## src/rtl/clamp_pkg.sv

```systemverilog
// Package: shared format codes and preset-limit helpers for the pixel clamp.
// Assumes components are MSB-aligned and at least 12 bits wide.
package clamp_pkg;

    localparam int NCH = 3;

    // Range selection codes carried on fmt_code.
    typedef enum logic [2:0] {
        FMT_FULL  = 3'd0,
        FMT_LIM8  = 3'd1,
        FMT_LIM10 = 3'd2,
        FMT_LIM12 = 3'd3,
        FMT_PROG  = 3'd7
    } fmt_code_e;

    // Scale a limit given at src_bits depth up to a w-bit MSB-aligned value.
    function automatic int scale_limit(input int value, input int src_bits, input int w);
        return value << (w - src_bits);
    endfunction

endpackage

```

## src/rtl/clamp_limit_sel.sv

```systemverilog
// Module: decodes enable and format code into an active flag and per-channel
// lower/upper bounds. Purely combinational; assumes W >= 12.
module clamp_limit_sel
    import clamp_pkg::*;
#(
    parameter int W = 12,
    parameter int N = NCH
) (
    input  logic                 clamp_en,
    input  logic [2:0]           fmt_code,
    input  logic [N-1:0][W-1:0]  prog_lo,
    input  logic [N-1:0][W-1:0]  prog_hi,
    output logic                 active,
    output logic [N-1:0][W-1:0]  lim_lo,
    output logic [N-1:0][W-1:0]  lim_hi
);

    localparam logic [W-1:0] L8_LO  = W'(scale_limit(16, 8, W));
    localparam logic [W-1:0] L8_HI  = W'(scale_limit(235, 8, W));
    localparam logic [W-1:0] L10_LO = W'(scale_limit(64, 10, W));
    localparam logic [W-1:0] L10_HI = W'(scale_limit(940, 10, W));
    localparam logic [W-1:0] L12_LO = W'(scale_limit(256, 12, W));
    localparam logic [W-1:0] L12_HI = W'(scale_limit(3760, 12, W));

    // Pick limits per channel from the preset table or programmed bounds.
    always_comb begin
        active = 1'b0;
        lim_lo = '0;
        lim_hi = '0;
        if (clamp_en) begin
            case (fmt_code)
                FMT_LIM8: begin
                    active = 1'b1;
                    for (int c = 0; c < N; c++) begin
                        lim_lo[c] = L8_LO;
                        lim_hi[c] = L8_HI;
                    end
                end
                FMT_LIM10: begin
                    active = 1'b1;
                    for (int c = 0; c < N; c++) begin
                        lim_lo[c] = L10_LO;
                        lim_hi[c] = L10_HI;
                    end
                end
                FMT_LIM12: begin
                    active = 1'b1;
                    for (int c = 0; c < N; c++) begin
                        lim_lo[c] = L12_LO;
                        lim_hi[c] = L12_HI;
                    end
                end
                FMT_PROG: begin
                    active = 1'b1;
                    lim_lo = prog_lo;
                    lim_hi = prog_hi;
                end
                default: active = 1'b0;
            endcase
        end
    end

endmodule

```

## src/rtl/clamp_lane.sv

```systemverilog
// Module: clamps one component against a lower and upper bound.
// The lower test has priority when the bounds are inverted. Combinational.
module clamp_lane #(
    parameter int W = 12
) (
    input  logic         active,
    input  logic [W-1:0] x,
    input  logic [W-1:0] lo,
    input  logic [W-1:0] hi,
    output logic [W-1:0] y
);

    logic below;
    logic above;

    // Compare the component against both bounds.
    always_comb begin
        below = x < lo;
        above = x > hi;
    end

    // Select lower bound, upper bound or the unchanged component.
    always_comb begin
        if (!active)     y = x;
        else if (below)  y = lo;
        else if (above)  y = hi;
        else             y = x;
    end

endmodule

```

## src/rtl/clamp_out_stage.sv

```systemverilog
// Module: single output register stage; captures data only on valid and
// pipes the valid flag. Synchronous active-low reset clears everything.
module clamp_out_stage #(
    parameter int W = 12,
    parameter int N = 3
) (
    input  logic                clk,
    input  logic                rst_n,
    input  logic                d_valid,
    input  logic [N-1:0][W-1:0] d,
    output logic                q_valid,
    output logic [N-1:0][W-1:0] q
);

    // Pipe the valid flag by one cycle.
    always_ff @(posedge clk) begin
        if (!rst_n) q_valid <= 1'b0;
        else        q_valid <= d_valid;
    end

    // Capture clamped data only for valid pixels, hold otherwise.
    always_ff @(posedge clk) begin
        if (!rst_n)       q <= '0;
        else if (d_valid) q <= d;
    end

endmodule

```

## src/rtl/pix_range_clamp.sv

```systemverilog
// Module: limited-range pixel clamp top. Decodes the range, clamps the three
// components in parallel lanes and registers the result (latency 1).
// Assumes MSB-aligned components of width W >= 12.
module pix_range_clamp
    import clamp_pkg::*;
#(
    parameter int W = 12
) (
    input  logic         clk,
    input  logic         rst_n,
    input  logic         in_valid,
    input  logic [W-1:0] in_r,
    input  logic [W-1:0] in_g,
    input  logic [W-1:0] in_b,
    input  logic         clamp_en,
    input  logic [2:0]   fmt_code,
    input  logic [W-1:0] lo_r,
    input  logic [W-1:0] hi_r,
    input  logic [W-1:0] lo_g,
    input  logic [W-1:0] hi_g,
    input  logic [W-1:0] lo_b,
    input  logic [W-1:0] hi_b,
    output logic         out_valid,
    output logic [W-1:0] out_r,
    output logic [W-1:0] out_g,
    output logic [W-1:0] out_b
);

    logic [NCH-1:0][W-1:0] pix_in;
    logic [NCH-1:0][W-1:0] prog_lo;
    logic [NCH-1:0][W-1:0] prog_hi;
    logic [NCH-1:0][W-1:0] lim_lo;
    logic [NCH-1:0][W-1:0] lim_hi;
    logic [NCH-1:0][W-1:0] pix_clamped;
    logic [NCH-1:0][W-1:0] pix_out;
    logic                  active;

    // Gather channel ports into arrays (index 0 = R, 1 = G, 2 = B).
    always_comb begin
        pix_in  = {in_b, in_g, in_r};
        prog_lo = {lo_b, lo_g, lo_r};
        prog_hi = {hi_b, hi_g, hi_r};
    end

    clamp_limit_sel #(.W(W), .N(NCH)) u_sel (
        .clamp_en (clamp_en),
        .fmt_code (fmt_code),
        .prog_lo  (prog_lo),
        .prog_hi  (prog_hi),
        .active   (active),
        .lim_lo   (lim_lo),
        .lim_hi   (lim_hi)
    );

    for (genvar c = 0; c < NCH; c++) begin : g_lane
        clamp_lane #(.W(W)) u_lane (
            .active (active),
            .x      (pix_in[c]),
            .lo     (lim_lo[c]),
            .hi     (lim_hi[c]),
            .y      (pix_clamped[c])
        );
    end

    clamp_out_stage #(.W(W), .N(NCH)) u_out (
        .clk     (clk),
        .rst_n   (rst_n),
        .d_valid (in_valid),
        .d       (pix_clamped),
        .q_valid (out_valid),
        .q       (pix_out)
    );

    // Split the registered array back onto the channel ports.
    always_comb begin
        out_r = pix_out[0];
        out_g = pix_out[1];
        out_b = pix_out[2];
    end

endmodule

```

## config.mk

```make
export PLATFORM = sky130hd
export DESIGN_NAME = pix_range_clamp
export DESIGN_NICKNAME = d
export VERILOG_FILES = /design/src/rtl/clamp_pkg.sv /design/src/rtl/clamp_limit_sel.sv /design/src/rtl/clamp_lane.sv /design/src/rtl/clamp_out_stage.sv /design/src/rtl/pix_range_clamp.sv
export SDC_FILE = /design/constraint.sdc
export NUM_CORES = 1
export LEC_CHECK = 0
export ABC_AREA = 1
export ABC_CLOCK_PERIOD_IN_PS = 5480
export CAP_MARGIN = 20
export CORE_UTILIZATION = 52
export CTS_BUF_LIST = sky130_fd_sc_hd__clkbuf_8
export DETAILED_ROUTE_END_ITERATION = 8
export PLACE_DENSITY = 0.89
export SKIP_CTS_REPAIR_TIMING = 1
export SLEW_MARGIN = 20
export SYNTH_ARGS = -nofsm -noshare
export SYNTH_HDL_FRONTEND = slang
export SYNTH_SLANG_ARGS = --single-unit
```

## constraint.sdc

```tcl
create_clock -name clk -period 5.48 [get_ports clk]
set_input_delay 1.644 -clock clk [delete_from_list [all_inputs] [get_ports clk]]
set_output_delay 1.644 -clock clk [all_outputs]
set_load 0.1 [all_outputs]
```

---- Word level (Yosys, flattened, before mapping) ----
Cells that the tools add are included.
word-level totals
  register bits ........................... 37
  output and inout port bits .............. 37
  word-level logic and storage cells ...... 31
cells by class
  $lt $le $gt $ge ......................... 6
  equal/unequal tests ..................... 4
  mux-type cells .......................... 15
  reductions and logical operators ........ 2
operators by type and width
  cell                                                                    count
  36-bit case mux with 2 select lines                                     2
  12-bit two-way mux                                                      9
  36-bit two-way mux                                                      2
  12-bit greater-than comparator                                          3
  12-bit less-than comparator                                             3
  3-bit by 2-bit equality test with 1-bit output (second input constant)  2
  4-bit OR reduction                                                      1
  3-bit by 1-bit equality test with 1-bit output (second input constant)  1
  3-bit equality test (second input constant)                             1
  3-bit OR reduction                                                      1
  1-bit two-way mux                                                       2

---- Logic depth before layout (Yosys ltp) ----
  word-level depth ........................ 8
  gate-level depth with buffers ........... 20
  mapped depth without buffers ............ 19

---- By module ----
Synthesis repeated with hierarchy kept, for this count alone.
second synthesis, totals
  cells, all modules ...................... 1011
  area total of the unflattened synthesis .. 5796.8 um^2
by module, submodules not included
  module           instances  cells each  area an instance (um^2)  sequential area each (um^2)
  clamp_lane       3          221         1179.9                   0.0
  clamp_out_stage  1          231         1532.7                   740.7
  clamp_limit_sel  1          117         724.4                    0.0

---- Worst setup path after synthesis ----
No wires, ideal clock.
  path kind ............................... input to register
  start ................................... input port clamp_en
  end ..................................... register u_out.q[25] in the netlist's numbering
  library setup time ...................... 71 ps
  arrival time ............................ 3868 ps
  data required time ...................... 5409 ps
  setup slack ............................. 1541 ps
  stages .................................. 16
  buffers on the path ..................... 4
  path through ............................ nand3_2 -> nor2_4 -> buf_2 -> buf_2 -> buf_2 -> nand2_1 -> ha_1 -> a21o_1 -> nand3_1 -> a21oi_1 -> nor2_1 -> clkbuf_1 -> nand4_1 -> nand2_1 -> nand2_1 -> a21oi_1
between the ends
  longest elaborated chain between the ends .. 5
  elaborated cells between the ends (all ways) .. 8
  classes of those cells .................. order compare (2); mux (6)
ends and longest elaborated chain
  what                            RTL line               RTL
  from (decl)                     pix_range_clamp.sv:15  input logic clamp_en,
  36-bit two-way mux              clamp_limit_sel.sv:30  if (clamp_en) begin
  12-bit greater-than comparator  clamp_lane.sv:19       above = x > hi;
  12-bit two-way mux              clamp_lane.sv:26       else if (above) y = hi;
  12-bit two-way mux              clamp_lane.sv:25       else if (below) y = lo;
  12-bit two-way mux *            clamp_lane.sv:24       if (!active) y = x;
  to (signal assigned)            clamp_out_stage.sv:23  if (!rst_n) q <= '0;
  to (signal assigned)            clamp_out_stage.sv:24  else if (d_valid) q <= d;
  to (decl)                       clamp_out_stage.sv:12  output logic [N-1:0][W-1:0] q
Mark *: on every way between the ends. The rest lies on a longest branch, timed or not.
A chain may end at the register's enable or synchronous reset.

---- Worst setup path after layout ----
  start ................................... input port clamp_en
  end ..................................... register u_out.q[35] in the netlist's numbering
The elaborated chain is that of the path after synthesis.

==> flow_summary.json <==
{
  "p_total_mw": 1.12,
  "gp_congestion": 0.904,
  "num_io_pins": 152,
  "initial_core_util_pct": 53.5,
  "vias": 5735,
  "max_freq_mhz": 207,
  "crit_top_cell": "nand2_1",
  "dp_hpwl_um": 11500,
  "pre_cts_ws_ps": 429,
  "synth_mux_area_share_pct": 0,
  "die_area_um2": 9360,
  "final-seq-area_um2": 741,
  "final_nets": 1102,
  "required_ps": 5720,
  "placed_area_um2": 6180,
  "drive_gt1_share_pct": 2.83,
  "ys_seq_area_share_pct": 15.9,
  "viasPerCell": 5.58,
  "core_um2": 8720,
  "slowest_delay_ps": 540,
  "ant_nets": 0,
  "h-tree-depth": 2,
  "fin_cells": 1027,
  "synth_compound_area_share_pct": 20.1,
  "critPathArrivalTime_ps": 5060,
  "numCtsBuffers": 5,
  "port-buffer-count": 151,
  "root_buffer": "clkbuf_8",
  "synth_cells": 798,
  "synth_area_um2": 4670,
  "p_per_area_nw_per_um2": 179,
  "synth-simple-area-share_pct": 32.7,
  "finish.utilization_pct": 71.9,
  "wl_per_cell_um": 14.6,
  "clk_pin_slew_ps": 90,
  "p_leak_nw": 3.05,
  "syn_nets": 982,
  "worstMarginPinSlew_ps": 1040,
  "cts_tree": "built",
  "setup_ws_ps": 656,
  "finalInstanceArea_um2": 6270,
  "hold_slack_ps": 471,
  "multi_input_area_um2": 3340,
  "crit_type": "in2reg",
  "outcome": "complete, no violations",
  "peakVddDrop_mv": 0.114,
  "antenna_cells": 0,
  "drv_slew": 0,
  "critPathSlowestCell": "clkdlybuf4s50_1",
  "finalCritPeriodShare_pct": 88.0,
  "cts_max_path_buffers": 2,
  "clkSinkCount": 37,
  "die_w_um": 96.7,
  "rsz0062_at_grt": "false",
  "finalHoldViolCount": 0,
  "firstDrtPassIters": 7,
  "finalSetupViolations": 0,
  "grt_pass1_vias": 5658,
  "track_usage_pct": 32.2,
  "fp-row-count": 34,
  "grt_max_degree": 74,
  "place_inst": 1019,
  "grt_first_pass_wirelength_um": 25400,
  "synth_xor_area_share_pct": 0,
  "crit_fanout": 42,
  "skew_ps": 0,
  "drt-total-wl_um": 15000,
  "yosys_warnings": 0,
  "fin_crit_ps": 4820,
  "worstSetupEndpointType": "flop",
  "worst_hold_path_type": "reg2reg",
  "clk_latency_ps": 300,
  "yosysUniqueCellTypes": 23,
  "cp-start-kind": "input pin",
  "n_fill_cell": 769,
  "drtIter0Drc": 402,
  "die_h_um": 96.7,
  "antenna_found_initial": 0,
  "area_growth_pct": 34.3,
  "synthAdderAreaFrac_pct": 18.5,
  "post_synth.cell_area_avg_um2": 5.85,
  "crit_chain": "clkdlybuf4s50_1 > nand3_2 > nor2_4 > buf_12 > inv_1 > nor2_1 > inv_1 > ha_1 > nand2_1 > inv_1 > nand2_1 > nor2_1 > nand2_1 > nand3_1 > nand2_1 > o21ai_0 > nand2_1 > nand2_1 > nand2_1 > a21oi_1",
  "synth_top_family_by_area": "simple AND/OR/NAND/NOR gates",
  "ys_seq_elements": 37,
  "overflow": 0,
  "tns_ps": 0,
  "cap_violations": 0,
  "route.detailed.drc": 0,
  "relSlewSlack_pct": 30.4
}
## sequential cells by signal, summed over array words and instances (netlist names)
| signal | cells |
|---|---|
| u_out.q | 36 |
| u_out.q_valid | 1 |
## placed cells by master (no fill, tap or decap), types with 2 or more instances in the layout
cell type / count
clkdlybuf4s50_1: 149
o21ai_0: 88
nand2_1: 231
inv_1: 103
nand3_1: 87
a21oi_1: 89
clkbuf_8: 5
dfxtp_1: 37
buf_4: 8
nor3_1: 5
clkinvlp_4: 3
nand2_2: 4
o21a_1: 2
nor2_1: 10
o21ai_1: 3
nand4_1: 16
a21o_1: 2
ha_1: 69
## worst max-delay path, delay by kind of cell
kind,cells,cell delay [ps]
compound gates,2,450
fa+ha+maj,1,270
buf+inv,5,980
simple gates,12,1690
## path summary, 6_finish.rpt
check	start	slack, ps	endpoint	cells past startpoint
max reg2reg	u_out.q[23]	4740	u_out.q[23]	2
min	u_out.q[32]	470	u_out.q[32]	2
max	clamp_en	660	u_out.q[35]	20
min reg2reg	u_out.q[32]	470	u_out.q[32]	2
## routing by layer
layer	vias up	routed length (um)	part of all wire, %	global-route usage (%)
met4	0	377	2.5	11.7
met2	241	7480	50	58.5
met3	38	1020	6.8	5.64
met5	-	0	0	0
met1	2577	6100	41	37.5
li1	2879	-	-	-
## final cells by class
class | count | share of cell area (%)
tap | 108 | 2.16
timing repair buffer | 159 | 25.1
inverter | 104 | 6.23
sequential | 37 | 11.8
clock buffer | 5 | 1.10
multi-input combinational | 611 | 53.2
clock inverter | 3 | 0.359
## synthesized netlist by cell type
library cell | n | area share [%]
nand2_2 | 4 | 0.54
a21o_1 | 2 | 0.32
nor2b_1 | 1 | 0.13
clkbuf_1 | 27 | 2.2
nand3b_1 | 1 | 0.16
o21ai_0 | 88 | 9.4
nand4_1 | 16 | 2.1
dfxtp_1 | 37 | 16
nor3_1 | 5 | 0.54
nand3_2 | 1 | 0.21
buf_4 | 1 | 0.16
nor2_1 | 10 | 0.80
nor2_4 | 1 | 0.24
nand2_1 | 231 | 19
buf_2 | 16 | 1.7
o21ai_1 | 4 | 0.43
nand3_1 | 87 | 9.3
inv_1 | 103 | 8.3
o21a_1 | 2 | 0.32
ha_1 | 69 | 18
inv_2 | 1 | 0.080
a21oi_1 | 89 | 9.5
buf_6 | 2 | 0.48
## cell families after synthesis
group / after synthesis
fa+ha+maj: 69
buf+inv: 150
flops: 37
simple gates: 357
compound gates: 185
## power breakdown
group / switching, mW / leakage [nW] / total (mW) / internal [mW]
Sequential: 0.0116 / 0.307 / 0.302 / 0.290
Combinational: 0.393 / 2.71 / 0.610 / 0.217
Clock: 0.120 / 0.0364 / 0.209 / 0.0895
Total: 0.524 / 3.05 / 1.12 / 0.596
Power figures use the tool's default switching activity.
